File: src/rtl/btg_pkg.sv
package btg_pkg;

    localparam int unsigned IRQ_LVL_W = 3;
    localparam logic [IRQ_LVL_W-1:0] IRQ_LVL_NMI  = 3'd7;
    localparam logic [IRQ_LVL_W-1:0] IRQ_LVL_NONE = 3'd0;

    typedef enum logic [0:0] {
        WIN_IDLE  = 1'b0,
        WIN_WATCH = 1'b1
    } win_state_e;

endpackage

File: src/rtl/btg_cs_detect.sv
module btg_cs_detect #(
    parameter int unsigned NUM_CS     = 4,
    parameter bit          CS_ACT_LOW = 1'b0
) (
    input  logic [NUM_CS-1:0] cs_i,
    output logic              cs_any_o
);

    logic [NUM_CS-1:0] cs_hit;

    // Normalise polarity so the rest of the block sees active-high selects.
    generate
        if (CS_ACT_LOW) begin : g_low
            assign cs_hit = ~cs_i;
        end else begin : g_high
            assign cs_hit = cs_i;
        end
    endgenerate

    assign cs_any_o = |cs_hit;

endmodule

File: src/rtl/btg_window.sv
module btg_window
    import btg_pkg::*;
#(
    parameter int unsigned ADDR_W  = 32,
    parameter int unsigned LIMIT_W = 16
) (
    input  logic               clk_i,
    input  logic               rst_ni,
    input  logic               start_i,
    input  logic               cs_any_i,
    input  logic [ADDR_W-1:0]  addr_i,
    input  logic [LIMIT_W-1:0] limit_i,
    output logic               tmo_o,
    output logic [ADDR_W-1:0]  tmo_addr_o
);

    typedef struct packed {
        win_state_e         state;
        logic [LIMIT_W-1:0] cnt;
        logic [LIMIT_W-1:0] lim;
        logic [ADDR_W-1:0]  addr;
    } win_t;

    win_t win_d, win_q;
    logic tmo_d;
    logic [LIMIT_W-1:0] lim_last;
    logic limit_zero;

    assign lim_last   = win_q.lim - 1'b1;
    assign limit_zero = (limit_i == '0);

    always_comb begin
        win_d = win_q;
        tmo_d = 1'b0;

        unique case (win_q.state)
            WIN_IDLE: begin
                win_d.cnt = '0;
            end
            WIN_WATCH: begin
                if (cs_any_i) begin
                    // A device answered: the cycle is claimed.
                    win_d.state = WIN_IDLE;
                    win_d.cnt   = '0;
                end else if (win_q.cnt == lim_last) begin
                    tmo_d       = 1'b1;
                    win_d.state = WIN_IDLE;
                    win_d.cnt   = '0;
                end else begin
                    win_d.cnt = win_q.cnt + 1'b1;
                end
            end
            default: begin
                win_d.state = WIN_IDLE;
            end
        endcase

        // A new strobe opens (or restarts) a window unless it is claimed at once.
        if (start_i && !limit_zero && !cs_any_i) begin
            win_d.state = WIN_WATCH;
            win_d.cnt   = '0;
            win_d.lim   = limit_i;
            win_d.addr  = addr_i;
        end
    end

    always_ff @(posedge clk_i or negedge rst_ni) begin
        if (!rst_ni) begin
            win_q <= '{state: WIN_IDLE, cnt: '0, lim: '0, addr: '0};
        end else begin
            win_q <= win_d;
        end
    end

    assign tmo_o      = tmo_d;
    assign tmo_addr_o = win_q.addr;

endmodule

File: src/rtl/btg_ack_gen.sv
module btg_ack_gen (
    input  logic clk_i,
    input  logic rst_ni,
    input  logic tmo_i,
    input  logic cs_any_i,
    output logic ack_o
);

    typedef struct packed {
        logic ack;
    } ack_t;

    ack_t ack_d, ack_q;

    always_comb begin
        ack_d     = ack_q;
        ack_d.ack = tmo_i;
    end

    always_ff @(posedge clk_i or negedge rst_ni) begin
        if (!rst_ni) begin
            ack_q <= '{ack: 1'b0};
        end else begin
            ack_q <= ack_d;
        end
    end

    // Stay off the line whenever a device is driving its own select.
    assign ack_o = ack_q.ack && !cs_any_i;

endmodule

File: src/rtl/btg_fault_log.sv
module btg_fault_log
    import btg_pkg::*;
#(
    parameter int unsigned ADDR_W = 32
) (
    input  logic                 clk_i,
    input  logic                 rst_ni,
    input  logic                 tmo_i,
    input  logic [ADDR_W-1:0]    tmo_addr_i,
    input  logic                 clr_i,
    output logic                 pend_o,
    output logic [IRQ_LVL_W-1:0] level_o,
    output logic [ADDR_W-1:0]    addr_o,
    output logic                 ovf_o
);

    typedef struct packed {
        logic              pend;
        logic              ovf;
        logic [ADDR_W-1:0] addr;
    } log_t;

    log_t log_d, log_q;

    always_comb begin
        log_d = log_q;

        if (clr_i) begin
            log_d.pend = 1'b0;
            log_d.ovf  = 1'b0;
            log_d.addr = '0;
        end

        if (tmo_i) begin
            if (!log_q.pend || clr_i) begin
                log_d.pend = 1'b1;
                log_d.addr = tmo_addr_i;
            end else begin
                log_d.ovf = 1'b1;
            end
        end
    end

    always_ff @(posedge clk_i or negedge rst_ni) begin
        if (!rst_ni) begin
            log_q <= '{pend: 1'b0, ovf: 1'b0, addr: '0};
        end else begin
            log_q <= log_d;
        end
    end

    assign pend_o  = log_q.pend;
    assign level_o = log_q.pend ? IRQ_LVL_NMI : IRQ_LVL_NONE;
    assign addr_o  = log_q.addr;
    assign ovf_o   = log_q.ovf;

endmodule

File: src/rtl/bus_timeout_guard.sv
module bus_timeout_guard
    import btg_pkg::*;
#(
    parameter int unsigned ADDR_W     = 32,
    parameter int unsigned NUM_CS     = 6,
    parameter int unsigned LIMIT_W    = 16,
    parameter bit          CS_ACT_LOW = 1'b0
) (
    input  logic                 clk_i,
    input  logic                 rst_ni,
    input  logic                 xfer_start_i,
    input  logic [NUM_CS-1:0]    cs_i,
    input  logic [ADDR_W-1:0]    addr_i,
    input  logic [LIMIT_W-1:0]   limit_i,
    input  logic                 irq_clr_i,
    output logic                 ack_o,
    output logic                 nmi_req_o,
    output logic [IRQ_LVL_W-1:0] irq_level_o,
    output logic [ADDR_W-1:0]    fault_addr_o,
    output logic                 fault_ovf_o
);

    logic              cs_any;
    logic              tmo_evt;
    logic [ADDR_W-1:0] tmo_addr;

    btg_cs_detect #(
        .NUM_CS     (NUM_CS),
        .CS_ACT_LOW (CS_ACT_LOW)
    ) u_cs (
        .cs_i     (cs_i),
        .cs_any_o (cs_any)
    );

    btg_window #(
        .ADDR_W  (ADDR_W),
        .LIMIT_W (LIMIT_W)
    ) u_win (
        .clk_i      (clk_i),
        .rst_ni     (rst_ni),
        .start_i    (xfer_start_i),
        .cs_any_i   (cs_any),
        .addr_i     (addr_i),
        .limit_i    (limit_i),
        .tmo_o      (tmo_evt),
        .tmo_addr_o (tmo_addr)
    );

    btg_ack_gen u_ack (
        .clk_i    (clk_i),
        .rst_ni   (rst_ni),
        .tmo_i    (tmo_evt),
        .cs_any_i (cs_any),
        .ack_o    (ack_o)
    );

    btg_fault_log #(
        .ADDR_W (ADDR_W)
    ) u_log (
        .clk_i      (clk_i),
        .rst_ni     (rst_ni),
        .tmo_i      (tmo_evt),
        .tmo_addr_i (tmo_addr),
        .clr_i      (irq_clr_i),
        .pend_o     (nmi_req_o),
        .level_o    (irq_level_o),
        .addr_o     (fault_addr_o),
        .ovf_o      (fault_ovf_o)
    );

endmodule

File: config.mk
export PLATFORM = sky130hd
export DESIGN_NAME = bus_timeout_guard
export DESIGN_NICKNAME = d
export VERILOG_FILES = /design/src/rtl/btg_pkg.sv /design/src/rtl/btg_cs_detect.sv /design/src/rtl/btg_window.sv /design/src/rtl/btg_ack_gen.sv /design/src/rtl/btg_fault_log.sv /design/src/rtl/bus_timeout_guard.sv
export SDC_FILE = /design/constraint.sdc
export NUM_CORES = 1
export LEC_CHECK = 0
export BUFFER_PORTS_ARGS = -buffer_cell sky130_fd_sc_hd__buf_4
export CORE_ASPECT_RATIO = 1.4
export CORE_MARGIN = 5
export CORE_UTILIZATION = 56
export DETAILED_ROUTE_END_ITERATION = 10
export PLACE_DENSITY = 0.82
export SETUP_SLACK_MARGIN = 0.02
export SYNTH_ARGS = -nofsm -noshare
export SYNTH_HDL_FRONTEND = slang
export SYNTH_HIERARCHICAL = 1
export SYNTH_SLANG_ARGS = --single-unit
File: constraint.sdc
create_clock -name clk_i -period 3.57 [get_ports clk_i]
set_input_delay 0.357 -clock clk_i [delete_from_list [all_inputs] [get_ports clk_i]]
set_output_delay 0.357 -clock clk_i [all_outputs]
set_load 0.05 [all_outputs]
### Word level (Yosys, flattened, before mapping)

Cells that the tools add are included.

* output and inout bits: 38
* input port bits: 58
* flip-flop bits (word level): 100
* word-level logic and storage cells: 36

* reductions and logical operators: 9
* muxes and demuxes: 15
* equal/unequal tests: 1
* $add $sub $neg: 2
* bitwise logic cells: 1

Operators by type and width (count)
* $mux 34: 2
* $mux 65: 1
* $mux 32: 1
* $pmux 16 s2: 1
* $mux 17: 1
* $add 16x1->16 const B: 1
* $eq 16x16->1: 1
* $logic_not 16->1: 1
* $mux 16: 1
* $sub 16x1->16 const B: 1
* $mux 1: 7
* $reduce_or 6->1: 1
* $logic_and 1x1->1: 3
* $logic_not 1->1: 3
* $mux 3: 1
* $logic_or 1x1->1: 1
* $not 1->1: 1

### Depth between registers and ports, before layout

Gate-level depths: netlist of run 1.

* depth after elaboration: 6
* mapped depth: 13
* depth with buffers taken out: 11

### By module

The synthesis of run 1 kept the hierarchy.

By module, submodules not included
* btg_window: cells each 293, area an instance 3363.2 µm², instances 1
* btg_fault_log: cells each 153, area an instance 1806.7 µm², instances 1
* btg_ack_gen: cells each 2, area an instance 38.8 µm², instances 1
* btg_cs_detect: cells each 3, area an instance 13.8 µm², instances 1

### Worst setup path after synthesis of run 1

No wires, ideal clock.

* path type: reg-to-reg
* start point: register u_win/win_q[40] in the netlist's numbering
* end point: register u_log.log_q, in the netlist u_log/addr_o[10]
* cell stages (with the launch flop): 12
* library setup time: 0.133 ns
* path buffers: 2
* data arrival time: 2.886 ns
* data required time: 3.437 ns
* path slack: 0.552 ns
* cell sequence: dfrtp_1 -> or4_4 -> nand2b_4 -> or4_1 -> a22oi_2 -> o211ai_2 -> or2_1 -> nor2_1 -> buf_6 -> nor2b_4 -> buf_6 -> o32ai_2

RTL lines
* start: declaration: line btg_window.sv:24 `win_t win_d, win_q;`
* start signal: assignment: line btg_window.sv:69 `win_q <= '{state: WIN_IDLE, cnt: '0, lim: '0, addr: '0};`
* start signal: assignment: line btg_window.sv:71 `win_q <= win_d;`
* end signal: assignment: line btg_fault_log.sv:46 `log_q <= '{pend: 1'b0, ovf: 1'b0, addr: '0};`
* end signal: assignment: line btg_fault_log.sv:48 `log_q <= log_d;`
* end: declaration: line btg_fault_log.sv:23 `log_t log_d, log_q;`

==> results of run 1 <==
cell usage after synthesis, drive strengths merged (2+ instances only):
cell type	number	area, µm²
nand4	4	25.0
xor2	17	149
nor2	24	90.1
or3	4	25.0
a21oi	5	25.0
nand2	42	158
nor2b	6	55.1
o21ai	5	36.3
nor3	7	35.0
nand4b	2	17.5
clkbuf	8	30.0
o32ai	32	505
inv	38	143
mux2	45	507
and3	4	25.0
or2	2	12.5
nand2b	6	45.0
xnor2	19	166
nor4	8	56.3
mux2i	2	20.0
buf	49	418
nand3	5	25.0
ha	2	25.0
dfrtp	100	2500
or4	2	18.8
sequential cells by signal, indices dropped and copies added, names as in the netlist:
register          count
u_win/tmo_addr_o     32
u_ack/ack_q           1
u_log/ovf_o           1
u_log/addr_o         32
u_win/win_q          33
u_log/pend_o          1
report_power, final:
part | internal (W) | leakage [nW] | total (W) | switching (W)
clock network | 0.000480 | 0.127 | 0.000860 | 0.000380
registers | 0.00121 | 1.36 | 0.00127 | 0.0000636
logic | 0.000161 | 1.24 | 0.000296 | 0.000136
worst max-delay path: stages, from the launching register on:
cell	delay (ns)
dfrtp_1	0.47
or4_4	0.58
nand2b_4	0.16
or4_1	0.51
a22oi_2	0.18
o211ai_2	0.16
or2_1	0.28
nor2_2	0.12
nor2b_4	0.18
buf_12	0.25
o32ai_1	0.12
stage by stage:
| step | utilization | worst slack [ns] | cells | total power [W] | instance area, µm² |
|---|---|---|---|---|---|
| after floorplan | - | 0.552 | 451 | 0.00152 | 5220 |
| after global placement | 0.629 | 0.514 | 603 | 0.00157 | 5710 |
| after detailed placement | 0.629 | 0.405 | 603 | 0.00159 | 5710 |
| after CTS | 0.659 | 0.385 | 617 | 0.00245 | 5980 |
| after global routing | 0.659 | 0.113 | 617 | 0.00253 | 5980 |
| final | 0.659 | 0.389 | 617 | 0.00243 | 5980 |
kinds of logic (layout without fill, tap and decap cells):
| family | after synthesis | count (layout) | share of synthesized area |
|---|---|---|---|
| AND/OR/NAND/NOR | 120 | 120 | 0.118 |
| flip-flops | 100 | 100 | 0.479 |
| multiplexers | 47 | 47 | 0.101 |
| XOR/XNOR | 36 | 36 | 0.0604 |
| AO/OA/AOI/OAI | 51 | 51 | 0.123 |
| adder cells (fa/ha/maj) | 2 | 2 | 0.00479 |
| buffers and inverters | 95 | 154 | 0.113 |
area by class of cell:
type                            instances  area [µm²]
Clock buffer                           11         243
Timing Repair Buffer                  103         788
Sequential cell                       100        2500
Clock inverter                          2        13.8
Multi-Input combinational cell        256        2160
Inverter                               38         143
Tap cell                              107         134
Fill cell                             674        3100
per-layer routing:
metal  share of wire  global-route usage
met5               0                   0
met4           0.036              0.0959
met1            0.39               0.233
met2            0.53               0.343
met3           0.045              0.0423
how the worst max path moves through the flow:
| stage | endpoint | slack (ns) | depth (start not counted) |
|---|---|---|---|
| 2_1_floorplan | u_log/addr_o[10] | 0.55 | 11 |
| 3_3_place_gp | u_log/addr_o[1] | 0.51 | 10 |
| 3_5_place_dp | u_log/addr_o[0] | 0.41 | 10 |
| 4_1_cts | u_log/addr_o[27] | 0.38 | 10 |
| 5_1_grt | u_log/addr_o[1] | 0.11 | 10 |
| 6_report | u_log/addr_o[0] | 0.39 | 10 |
==> results.py, run 1 <==
metrics = {
    "cells_and_area": {
        "antenna_cells": 0,
        "final_common_cell": "buf_4",
        "area_growth_syn_to_layout_pct": 14.5,
        "layout_common_cells": "buf_4 (101), dfrtp_1 (100), mux2_2 (45)",
        "nets": 568,
        "layout-drive-gt1-share": 0.392,
    },
    "sta": {
        "max_freq_mhz": 314,
        "fin_tns_setup_ns": 0,
        "worstMarginPinSlew_ns": 1.13,
        "setup_viol": 0,
        "fin_crit_ns": 3.18,
        "holdWs_ns": 0.250,
        "skew_ns": 0.00608,
        "rsz0062_at_grt": "no",
        "slew_viol_final": 0,
        "period_share": 0.891,
        "relSlewSlack": 0.247,
        "hold_viol_final": 0,
    },
    "power_and_ir_drop": {
        "powerDensity_nw_per_um2": 406,
        "p_leak_nw": 2.72,
        "vdd_ir_drop_max_v": 0.000267,
    },
    "cts": {
        "cts_root_buffer": "clkbuf_16",
        "cts_resized": 0,
        "path_clk_slew_ns": 0.06,
        "clock_sinks": 100,
        "clock_latency_ns": 0.34,
        "cts.path.max_buffers": 2,
        "cts_tree": "done",
        "htree_levels": 3,
        "ctsHoldBuffers": 1,
        "post_cts_buffers": 0,
        "cts_buffers": 9,
    },
    "synth": {
        "ys_seq_area_frac": 0.479,
        "synth_flop_cell": "dfrtp_1",
        "avgSynthCellArea_um2": 11.6,
        "synth_edf_count": 0,
        "async_flop_share": 1.00,
        "synth_fp_nets": 511,
        "ys_seq_elements": 100,
        "syn_area_um2": 5220,
        "synth_cell_types": 48,
        "yosysWarnings": 6,
        "syn_inst": 451,
    },
    "placement": {
        "port_buffers": 95,
        "dp_hpwl_um": 7920,
        "gp_congestion": 0.853,
    },
    "min_path": {
        "whs_endpoint": "u_win/tmo_addr_o[18]",
        "hold_start": "addr_i[18]",
        "hold_path_depth": 2,
        "hold_path.class": "in2reg",
    },
    "drt": {
        "ant_nets": 0,
        "wl_per_cell_um": 17.6,
        "drt_iter0_drc": 110,
        "routed-via-count": 3483,
        "routed_via_density": 5.65,
        "drcViolationCount": 0,
        "wl_um": 10900,
        "drtPass1Iterations": 4,
    },
    "global_routing": {
        "overflow": 0,
        "antenna_found_initial": 0,
        "grt_pass1_wl_um": 18400,
        "grt_start_max_net_pins": 36,
        "grt_usage": 0.199,
        "first_global_vias": 3801,
    },
    "die": {
        "fp-row-count": 41,
        "core_area_um2": 9080,
        "die_h_um": 124,
        "die_w_um": 91.6,
        "die_area_um2": 11400,
        "initial_core_util": 0.575,
        "io_pins": 96,
    },
    "setup_path": {
        "timing.rr.start": "u_win/win_q[40]",
        "crit-reg2reg-capture": "u_log/addr_o[0]",
        "required_ns": 3.72,
        "crit_arrival_ns": 3.33,
        "path_max_fanout": 32,
        "startpoint": "u_win/win_q[40]",
        "regToRegSetupSlack_ns": 0.39,
        "start_kind": "flop",
        "end_kind": "flop",
        "crit_type": "reg2reg",
        "ff2ff_path_depth": 10,
    },
    "flow_run": {
        "cap_viol_max_count": 0,
    },
    "outcome": {
        "status": "completed",
    },
}
(Power assumes the default switching activity.)
==> run 2, diff against run 1 <==
--- a/config.mk
+++ b/config.mk
@@ -8,11 +8,10 @@
 export BUFFER_PORTS_ARGS = -buffer_cell sky130_fd_sc_hd__buf_4
 export CORE_ASPECT_RATIO = 1.4
 export CORE_MARGIN = 5
-export CORE_UTILIZATION = 56
+export CORE_UTILIZATION = 55
 export DETAILED_ROUTE_END_ITERATION = 10
 export PLACE_DENSITY = 0.82
 export SETUP_SLACK_MARGIN = 0.02
 export SYNTH_ARGS = -nofsm -noshare
 export SYNTH_HDL_FRONTEND = slang
-export SYNTH_HIERARCHICAL = 1
 export SYNTH_SLANG_ARGS = --single-unit
==> results.py, run 2 <==
metrics = {
    "die": {
        "die_area_um2": 10300,
        "die_h_um": 118,
        "io_pins": 96,
        "initial_core_util": 0.562,
        "fp-row-count": 39,
        "die_w_um": 87.2,
        "core_area_um2": 8150,
    },
    "sta": {
        "period_share": 0.936,
        "setup_viol": 0,
        "worstMarginPinSlew_ns": 0.662,
        "relSlewSlack": 0.555,
        "fin_tns_setup_ns": 0,
        "rsz0062_at_grt": "no",
        "max_freq_mhz": 299,
        "skew_ns": 0.00709,
        "slew_viol_final": 0,
        "fin_crit_ns": 3.34,
        "hold_viol_final": 0,
    },
    "drt": {
        "ant_nets": 0,
        "drtPass1Iterations": 4,
        "routed_via_density": 5.87,
        "drt_iter0_drc": 230,
        "drcViolationCount": 0,
        "routed-via-count": 3339,
        "wl_per_cell_um": 19.7,
        "wl_um": 11200,
    },
    "setup_path": {
        "end_kind": "flop",
        "crit_type": "reg2reg",
        "path_max_fanout": 32,
        "required_ns": 3.84,
        "start_kind": "flop",
        "timing.rr.start": "u_win.win_q[32]",
        "crit_arrival_ns": 3.61,
        "startpoint": "u_win.win_q[32]",
    },
    "cells_and_area": {
        "final_area_um2": 5650,
        "layout_common_cells": "buf_4 (104), dfrtp_1 (100), mux2_2 (47)",
        "final_util": 0.693,
        "fillers": 586,
        "nets": 523,
        "largest_reg_flops": 33,
        "area_growth_syn_to_layout_pct": 23.2,
        "multi_input_area_um2": 1900,
        "max_flop_register": "u_win.win_q",
        "layout-drive-gt1-share": 0.379,
        "final_common_cell": "buf_4",
        "antenna_cells": 0,
        "regArea_um2": 2500,
        "instances_no_fill": 569,
    },
    "power_and_ir_drop": {
        "powerDensity_nw_per_um2": 448,
        "p_leak_nw": 2.69,
        "vdd_ir_drop_max_v": 0.000335,
    },
    "synth": {
        "synth_cell_types": 52,
        "synth_top_area_cell": "dfrtp_1",
        "async_flop_share": 1.00,
        "synth_fp_nets": 434,
        "synth_commonest_cells": "dfrtp_1 (100), mux2_2 (47), a22o_1 (33)",
        "syn_area_um2": 4580,
        "synth.area.top_cells": "dfrtp_1 (55%), mux2_2 (12%), a22o_1 (6.3%), xnor2_1 (2.9%), xor2_1 (2.5%)",
        "syn_inst": 374,
        "synth_edf_count": 0,
        "synth_flop_cell": "dfrtp_1",
        "yosysMostFrequentCell": "dfrtp_1",
        "ys_seq_area_frac": 0.546,
        "yosysWarnings": 0,
        "avgSynthCellArea_um2": 12.3,
        "synth_top_cell_area_share": 0.546,
        "ys_seq_elements": 100,
    },
    "placement": {
        "gp_congestion": 0.946,
        "dp_hpwl_um": 7990,
        "port_buffers": 95,
        "dp_cells": 554,
        "placed_cell_area_um2": 5360,
    },
    "cts": {
        "post_cts_buffers": 0,
        "cts_tree": "done",
        "cts_resized": 0,
        "clock_latency_ns": 0.34,
        "path_clk_slew_ns": 0.07,
        "ctsHoldBuffers": 0,
        "htree_levels": 3,
        "clock_sinks": 100,
        "cts_root_buffer": "clkbuf_16",
        "cts_buffers": 9,
        "cts.path.max_buffers": 2,
    },
    "global_routing": {
        "antenna_found_initial": 0,
        "first_global_vias": 3556,
        "grt_pass1_wl_um": 18100,
        "overflow": 0,
        "grt_start_max_net_pins": 52,
        "grt_usage": 0.227,
    },
    "outcome": {
        "status": "completed",
    },
    "flow_run": {
        "cap_viol_max_count": 0,
    },
    "min_path": {
        "hold_path.class": "in2async",
    },
}
## run 2: cell families (layout without fill, tap and decap cells)
group,Yosys count,in the layout,synth area share
compound gates,64,64,0.112
fa+ha+maj,2,2,0.00546
flops,100,100,0.546
mux,48,48,0.118
buf+inv,35,128,0.0407
xor+xnor,29,29,0.0584
simple gates,96,96,0.119
## run 2: through the flow
step | hold slack (ns) | setup WS (ns) | total power [W]
after floorplan | 0.0614 | 0.578 | 0.00149
after global placement | 0.420 | 0.371 | 0.00160
after detailed placement | 0.437 | 0.264 | 0.00162
after CTS | 0.0692 | 0.225 | 0.00254
after global routing | 0.0994 | 0.106 | 0.00262
final | 0.0412 | 0.230 | 0.00253
## run 2: critical path, cell delays in order, from the launching register on
cell and delay, ns:
dfrtp_1 0.47, inv_1 0.10, ha_1 0.34, nor2b_1 0.23, a2111o_1 0.39, a211oi_2 0.23, o2111ai_1 0.16, or4_4 0.53
nor4b_4 0.22, buf_4 0.36, a22o_1 0.22
## run 2: power by group
group	switching, W	internal, W	total [W]	leakage, nW
registers	0.0000672	0.00121	0.00127	1.36
logic	0.000161	0.000162	0.000322	1.20
clock network	0.000434	0.000498	0.000932	0.134
## run 2: area by class of cell
type | count | share of cell area
inverter | 8 | 0.00532
clock buffer | 10 | 0.0423
clock inverter | 5 | 0.00776
multi-input combinational | 239 | 0.337
tap | 102 | 0.0226
sequential | 100 | 0.443
timing repair buffer | 105 | 0.142
## run 2: per-layer routing
layer	GRT usage	up-vias	part of all wire	routed length [µm]
li1	-	1543	-	-
met1	0.273	1657	0.38	4290
met2	0.386	111	0.53	6010
met3	0.0567	28	0.056	633
met4	0.0845	0	0.026	297
met5	0	-	0	0
## run 2: worst paths after layout
check                                         to  slack, ns  cells past startpoint
worst max-delay path            u_log.addr_o[12]       0.23                     10
max in group asynchronous       u_log.addr_o[14]       2.66                      2
worst min register to register  u_log.addr_o[28]       0.48                      1
min in group clk_i                   u_log.ovf_o       0.20                      2
worst max register to register  u_log.addr_o[12]       0.23                     10
worst min-delay path             u_win.win_q[34]       0.04                      1
==> run 3, diff against run 2 <==
--- a/config.mk
+++ b/config.mk
@@ -7,10 +7,10 @@
 export LEC_CHECK = 0
 export BUFFER_PORTS_ARGS = -buffer_cell sky130_fd_sc_hd__buf_4
 export CORE_ASPECT_RATIO = 1.4
-export CORE_MARGIN = 5
 export CORE_UTILIZATION = 55
 export DETAILED_ROUTE_END_ITERATION = 10
 export PLACE_DENSITY = 0.82
+export REMOVE_ABC_BUFFERS = 1
 export SETUP_SLACK_MARGIN = 0.02
 export SYNTH_ARGS = -nofsm -noshare
 export SYNTH_HDL_FRONTEND = slang
==> results.py, run 3 (synthesis gave the netlist of run 2 again) <==
metrics = {
    "sta": {
        "hold_viol_final": 0,
        "skew_ns": 0.00626,
        "relSlewSlack": 0.174,
        "worstMarginPinSlew_ns": 1.24,
        "setup_viol": 0,
        "holdWs_ns": 0.195,
        "finalWorstSetupSlack_ns": 0.300,
        "fin_crit_ns": 3.27,
        "fin_tns_setup_ns": 0,
        "max_freq_mhz": 306,
        "period_share": 0.916,
        "slew_viol_final": 0,
        "rsz0062_at_grt": "no",
    },
    "setup_path": {
        "required_ns": 3.80,
        "crit_type": "reg2reg",
        "path_max_fanout": 32,
        "worstPathCellList": "inv_1 -> ha_1 -> nor2b_1 -> a2111o_1 -> a211oi_2 -> o2111ai_1 -> nor4_1 -> a41oi_2 -> buf_4 -> a22o_1",
        "end_kind": "flop",
        "timing.rr.start": "u_win.win_q[32]",
        "crit_arrival_ns": 3.50,
        "startpoint": "u_win.win_q[32]",
        "critPathMaxStageDelay_ns": 0.50,
        "start_kind": "flop",
        "cp_slowest_cell": "nor4_1",
    },
    "drt": {
        "wl_um": 10200,
        "drcViolationCount": 0,
        "drtPass1Iterations": 4,
        "routed-via-count": 3293,
        "drt_iter0_drc": 129,
        "routed_via_density": 5.80,
        "wl_per_cell_um": 18.0,
        "ant_nets": 0,
    },
    "placement": {
        "placed_cell_area_um2": 5340,
        "dp_hpwl_um": 7060,
        "gp_congestion": 0.867,
        "port_buffers": 95,
        "post-place-ws_ns": 0.323,
    },
    "power_and_ir_drop": {
        "vdd_ir_drop_max_v": 0.000419,
        "powerDensity_nw_per_um2": 446,
        "p_leak_nw": 2.69,
    },
    "die": {
        "io_pins": 96,
        "core_area_um2": 8100,
        "fp-row-count": 39,
        "die_w_um": 79.2,
        "die_area_um2": 8710,
        "die_h_um": 110,
        "initial_core_util": 0.566,
    },
    "cts": {
        "cts_buffers": 9,
        "ctsHoldBuffers": 1,
        "cts_tree": "done",
        "cts_resized": 0,
        "post_cts_buffers": 0,
        "cts_root_buffer": "clkbuf_16",
        "cts.path.max_buffers": 2,
        "clock_sinks": 100,
        "path_clk_slew_ns": 0.07,
        "clock_latency_ns": 0.35,
        "htree_levels": 3,
    },
    "cells_and_area": {
        "largest_reg_flops": 33,
        "max_flop_register": "u_win.win_q",
        "antenna_cells": 0,
        "layout-drive-gt1-share": 0.376,
        "final_common_cell": "buf_4",
        "area_growth_syn_to_layout_pct": 23.0,
        "nets": 521,
        "layout_common_cells": "buf_4 (101), dfrtp_1 (100), mux2_2 (47)",
        "final_area_um2": 5640,
    },
    "global_routing": {
        "antenna_found_initial": 0,
        "overflow": 0,
        "grt_pass1_wl_um": 16400,
        "grt_start_max_net_pins": 53,
        "grt_usage": 0.252,
        "first_global_vias": 3389,
    },
    "min_path": {
        "hold_start": "irq_clr_i",
        "hold_path.class": "in2reg",
    },
    "flow_run": {
        "cap_viol_max_count": 0,
    },
    "outcome": {
        "status": "completed",
    },
}
run 3: final timing paths:
path                                    endpoint  slack (ns)  cells past startpoint
worst max-delay path            u_log.addr_o[10]        0.30                     10
worst min-delay path                 u_log.ovf_o        0.20                      2
worst max register to register  u_log.addr_o[10]        0.30                     10
worst min register to register  u_log.addr_o[18]        0.49                      1
max in group asynchronous            u_log.ovf_o        2.21                      3
min in group asynchronous        u_win.win_q[38]        0.53                      2
run 3: cell type report:
type	count	area [µm²]
flip-flops and latches	100	2500
clock inverters	7	58.8
well taps	102	128
repair buffers	103	788
inverters	8	30.0
fillers	611	2460
clock buffers	9	225
multi-input cells	239	1900
run 3: metal layers:
metal | vias up | routed length [µm] | track usage
met2 | 97 | 5380 | 0.440
met3 | 21 | 555 | 0.0716
li1 | 1538 | - | -
met5 | - | 0 | 0
met1 | 1637 | 4010 | 0.285
met4 | 0 | 284 | 0.113
run 3: critical path: cells and delay by family, from the launching register on:
kind	cells	cell delay (ns)
flops	1	0.49
buf+inv	2	0.35
fa+ha+maj	1	0.34
compound gates	5	1.25
simple gates	2	0.72
run 3: where the power goes:
group	switching, W	total, W	internal, W
logic	0.000154	0.000314	0.000160
clock network	0.000441	0.000925	0.000483
registers	0.0000681	0.00127	0.00121
total	0.000663	0.00251	0.00185
run 3: metrics by stage:
stage | utilization | total power (W) | cells
2_1_floorplan | - | 0.00147 | 347
3_3_place_gp | 0.659 | 0.00160 | 551
3_5_place_dp | 0.659 | 0.00161 | 551
4_1_cts | 0.696 | 0.00254 | 568
5_1_grt | 0.696 | 0.00262 | 568
6_report | 0.696 | 0.00251 | 568
